**config.mk**
```make
export PLATFORM = sky130hd
export DESIGN_NAME = plru_tree_repl
export DESIGN_NICKNAME = d
export VERILOG_FILES = /design/src/rtl/plru_pkg.sv /design/src/rtl/plru_tree_store.sv /design/src/rtl/plru_tree_walk.sv /design/src/rtl/plru_tree_repl.sv
export SDC_FILE = /design/constraint.sdc
export NUM_CORES = 1
export LEC_CHECK = 0
export BUFFER_PORTS_ARGS = -buffer_cell sky130_fd_sc_hd__buf_2
export CORE_ASPECT_RATIO = 2
export CORE_MARGIN = 5
export CORE_UTILIZATION = 53
export CTS_BUF_LIST = sky130_fd_sc_hd__clkbuf_4
export DETAILED_ROUTE_END_ITERATION = 10
export HOLD_SLACK_MARGIN = 0.02
export PLACE_DENSITY = 0.71
export SLEW_MARGIN = 10
export SYNTH_ARGS = -nofsm -noshare
export SYNTH_HDL_FRONTEND = slang
export SYNTH_SLANG_ARGS = --single-unit
```
**constraint.sdc**
```tcl
create_clock -name clk -period 6.31 [get_ports clk]
set_input_delay 1.5775 -clock clk [delete_from_list [all_inputs] [get_ports clk]]
set_output_delay 1.5775 -clock clk [all_outputs]
set_load 0.005 [all_outputs]
```
**src/rtl/plru_pkg.sv**
```systemverilog
package plru_pkg;
  localparam int unsigned MAX_NODES = 7;   // up to 8 ways
  typedef logic [MAX_NODES-1:0] tree_t;

  // Rewrite the path of a touched way so it points away from it.
  function automatic tree_t tree_touch(tree_t t, logic [2:0] way, int unsigned ways);
    tree_t r;
    logic [2:0] node;
    logic [2:0] bottom;
    r = t;
    if (ways < 2) return t;
    bottom = 3'((ways - 1) / 2);
    node = (way >> 1) + bottom;
    r[node] = ~way[0];
    for (int lvl = 0; lvl < 3; lvl++) begin
      if (node != 3'd0) begin
        r[(node - 3'd1) >> 1] = node[0];
        node = (node - 3'd1) >> 1;
      end
    end
    return r;
  endfunction

  // Walk from the root to a bottom node and form the way number.
  function automatic logic [2:0] tree_pick(tree_t t, int unsigned ways);
    logic [2:0] node;
    logic [2:0] bottom;
    if (ways < 2) return 3'd0;
    bottom = 3'((ways - 1) / 2);
    node = 3'd0;
    for (int lvl = 0; lvl < 3; lvl++) begin
      if (node < bottom)
        node = t[node] ? ((node << 1) + 3'd2) : ((node << 1) + 3'd1);
    end
    return ((node - bottom) << 1) | {2'b00, t[node]};
  endfunction
endpackage

```
**src/rtl/plru_tree_store.sv**
```systemverilog
module plru_tree_store
  import plru_pkg::*;
#(
  parameter int unsigned WAYS  = 8,
  parameter int unsigned SETS  = 4,
  localparam int unsigned NODES = (WAYS > 1) ? WAYS - 1 : 1,
  localparam int unsigned SET_W = (SETS > 1) ? $clog2(SETS) : 1,
  localparam int unsigned WAY_W = (WAYS > 1) ? $clog2(WAYS) : 1
) (
  input  logic             clk,
  input  logic             rst_n,
  input  logic             clr,
  input  logic             wr_en,
  input  logic [SET_W-1:0] wr_set,
  input  logic [WAY_W-1:0] wr_way,
  input  logic [SET_W-1:0] rd_set,
  output tree_t            rd_tree
);
  tree_t all_q [SETS];

  for (genvar g = 0; g < SETS; g++) begin : g_set
    logic [NODES-1:0] q;
    tree_t cur;
    tree_t nxt;
    assign cur = tree_t'(q);
    assign nxt = tree_touch(cur, 3'(wr_way), WAYS);
    always_ff @(posedge clk or negedge rst_n) begin
      if (!rst_n)                                q <= '0;
      else if (clr)                              q <= '0;
      else if (wr_en && wr_set == SET_W'(g))     q <= nxt[NODES-1:0];
    end
    assign all_q[g] = cur;
  end

  assign rd_tree = all_q[rd_set];
endmodule

```
**src/rtl/plru_tree_walk.sv**
```systemverilog
module plru_tree_walk
  import plru_pkg::*;
#(
  parameter int unsigned WAYS = 8,
  localparam int unsigned WAY_W = (WAYS > 1) ? $clog2(WAYS) : 1
) (
  input  tree_t            tree,
  output logic [WAY_W-1:0] way
);
  logic [2:0] pick;
  assign pick = tree_pick(tree, WAYS);
  assign way  = pick[WAY_W-1:0];
endmodule

```
**src/rtl/plru_tree_repl.sv**
```systemverilog
module plru_tree_repl
  import plru_pkg::*;
#(
  parameter int unsigned WAYS = 8,
  parameter int unsigned SETS = 4,
  localparam int unsigned SET_W = (SETS > 1) ? $clog2(SETS) : 1,
  localparam int unsigned WAY_W = (WAYS > 1) ? $clog2(WAYS) : 1
) (
  input  logic             clk,
  input  logic             rst_n,
  input  logic             clear_all,
  input  logic             touch_valid,
  input  logic [SET_W-1:0] touch_set,
  input  logic [WAY_W-1:0] touch_way,
  input  logic [SET_W-1:0] victim_set,
  output logic [WAY_W-1:0] victim_way
);
  // Named events for the checker.
  logic  touch_fire;
  tree_t vic_tree;

  assign touch_fire = touch_valid & ~clear_all;   // clear wins

  plru_tree_store #(.WAYS(WAYS), .SETS(SETS)) u_store (
    .clk     (clk),
    .rst_n   (rst_n),
    .clr     (clear_all),
    .wr_en   (touch_fire),
    .wr_set  (touch_set),
    .wr_way  (touch_way),
    .rd_set  (victim_set),
    .rd_tree (vic_tree)
  );

  plru_tree_walk #(.WAYS(WAYS)) u_walk (
    .tree (vic_tree),
    .way  (victim_way)
  );
endmodule

```
==> reports/results.txt <==
total routing resource utilization after global routing: 18.76%
number of flip-flops and latches in the synthesized netlist: 28
wire per inst: 16.25 um
synthesized instance count: 214
number of buffers inserted during clock tree synthesis: 3
pwr/cell area: 185.3 nW/um2
total negative slack for setup checks: 0 ns
max-slew violation count: 0
type of the setup path with the least slack: input pin to primary output
Final Wtd Congestion: 0.8361
result of the run: complete, no violations
Setup Buffers After CTS: 0
final core utilization: 58.30%
most area-consuming cells after synthesis: dfrtp_1, ha_1, mux4_1
Inserted Diodes: 0
Post-synth EDFFs: 0
global-route congestion overflow total: 0
Post-synth ARST share: 100.0%
via density per instance: 5.923
antenna violations before repair: 0
Yosys top cell area share: 35.09%
Layout Skew: 0 ns
Rows: 31
cell with the most instances after synthesis: nand2_1
Die Outline Area: 5170 um2
post-route clock period utilization: 89.33%
slowest stage cell, crit path: mux4_2
floorplan core area: 3646 um2
syn avg cell area: 9.331 um2
CTS H-Tree Depth: 1
Worst EP arrival: 4.06 ns
fill count: 363
drt drc: 0
Crit Path Max Fanout: 7
Total Wirelength: 4.436 mm
cell mode on critical path: buf_2
DPL Wire Length: 3.378 mm
Max Clk Rate: 0.1774 GHz
later-pin clock latency in the skew report: 0.32 ns
clk sink count: 28
Synthesis Warnings: 0
vias after detailed routing: 1617
pin count of the biggest net entering global routing: 29
CTS tree: yes
RSZ-0062 raised after global routing: no
number of failing setup endpoints in the final timing report: 0
cts repair resizes: 0
cell accounting for the most synthesized area: dfrtp_1
proportion of synthesized area in mux cells: 18.17%
largest stage delay on the critical path: 0.63 ns
net count of the finished layout: 247
maximum vdd ir drop: 0.1367 mV
crit path time final: 5.637 ns
post-synthesis share of cell area spent on full adders, half adders and majority gates: 6.892%
area growth from synthesis to layout: 6.454%
ordered cell list for the critical path: buf_2, mux4_2, mux2i_4, ha_1, mux4_1, mux2i_1, nor2_2, a311oi_1, a21oi_1, buf_2
fraction of layout instances using a drive strength above 1: 12.05%
sequential area share after synthesis: 35.09%
most frequently used flop master after synthesis: dfrtp_1
Commonest cells post-synth: nand2_1, dfrtp_1, a21oi_1, nor2_1, mux2i_1
xor/xnor cell area share of the yosys netlist: 1.754%
area taken by multi-input logic gates: 1216 um2
quantity of I/O buffers inserted on ports: 13
final hold violation count: 0
Pleak: 0.001017 uW
Max-slew headroom: 40.72%
effective utilization at floorplan: 54.77%
vias in the first global route: 1599
Max-cap violations: 0
post-synth design cell area: 1997 um2
Storage cell area: 700.7 um2
first-pass GRT wire length: 7.438 mm
category of the worst setup path capture point: primary output
simple-gate area share of the yosys netlist: 16.48%
required time reported for the critical path endpoint: 4.73 ns
Die Span X: 53.41 um
library cells used by synthesis: 39
total power consumption of the routed design: 393.9 uW
classification of the worst-slack hold path: flip-flop to flip-flop
number of hold buffers added after cts: 0
ANT nets after route: 0
initial DRC count: 41
post-synthesis compound-gate area fraction: 17.23%
deepest clock path buffer count: 2
total iterations of the first detailed-routing run: 4
Root Buffer: clkbuf_4
sort of element at the start of the critical path: input pin
Reg clk slew, reported paths: 0.14 ns
transition time at the pin with the least slew margin: 0.8853 ns
die height: 96.81 um
Largest register FFs: 28
combinational family with the most area after synthesis: multiplexers
I/O pin total: 14
## cells by family (layout without fill, tap and decap cells)
group | Yosys count | after routing
AO/OA/AOI/OAI | 56 | 56
XOR/XNOR | 4 | 4
adder cells (fa/ha/maj) | 11 | 11
buffers and inverters | 20 | 29
flip-flops | 28 | 28
multiplexers | 23 | 23
other | 1 | 2
AND/OR/NAND/NOR | 71 | 71
## metrics by stage
step	setup slack, ns	hold slack, ns	std cells	cell area [um2]
2_1_floorplan	1.069	0.4579	215	2001
3_3_place_gp	0.7576	0.4795	269	2100
3_5_place_dp	0.6507	0.4899	269	2100
4_1_cts	0.6526	0.5267	273	2126
5_1_grt	0.5389	0.5358	273	2126
6_report	0.6733	0.5307	273	2126
## worst max-delay path: cells and delay by family
kind	cells	cell delay, ns
AO/OA/AOI/OAI	2	0.29
AND/OR/NAND/NOR	1	0.05
buffers and inverters	2	0.35
multiplexers	4	1.37
adder cells (fa/ha/maj)	1	0.43
## report_power, final
group | internal, uW | total [uW] | leakage, uW | switching, uW
logic | 50.3 | 130 | 0.000614 | 79.8
clock network | 23.2 | 74.7 | 0.0000154 | 51.5
registers | 185 | 189 | 0.000388 | 4.34
total | 258 | 394 | 0.00102 | 136
## routing by layer
| layer | up-vias | GRT usage, % | routed length (um) |
|---|---|---|---|
| met5 | - | 0 | 0 |
| met4 | 0 | 9.252 | 129 |
| met3 | 11 | 1.692 | 116 |
| met2 | 37 | 32.26 | 2438 |
| met1 | 767 | 21.96 | 1752 |
| li1 | 802 | - | - |
## placed cells by master, fill, tap and decap left out, types with 6 or more instances in the layout
| master | synthesis | final |
|---|---|---|
| nand2_1 | 31 | 31 |
| dfrtp_1 | 28 | 28 |
| a21oi_1 | 25 | 25 |
| nor2_1 | 17 | 17 |
| mux2i_1 | 13 | 13 |
| buf_2 | 1 | 13 |
| ha_1 | 11 | 11 |
| inv_1 | 8 | 8 |
| o21ai_0 | 8 | 8 |
| nor3b_1 | 6 | 6 |
| nand3_1 | 6 | 6 |
## area by class of cell
class | instances | area share (%)
multi-input cells | 167 | 57.21
clock buffers | 3 | 1.059
inverters | 9 | 1.589
flip-flops and latches | 28 | 32.96
repair buffers | 16 | 4.120
clock inverters | 1 | 0.1766
well taps | 49 | 2.884
## final timing paths
path,startpoint,to,slack (ns),depth (start not counted)
max,victim_set[1],victim_way[0],0.67,10
min,u_store.g_set[0].cur[2],u_store.g_set[0].cur[2],0.53,1
max reg2reg,u_store.g_set[1].cur[3],u_store.g_set[1].cur[3],5.25,4
min reg2reg,u_store.g_set[0].cur[2],u_store.g_set[0].cur[2],0.53,1
max in group asynchronous,rst_n,u_store.g_set[3].cur[4],4.64,1
min in group asynchronous,rst_n,u_store.g_set[0].cur[5],1.25,1
(Power assumes the default switching activity.)
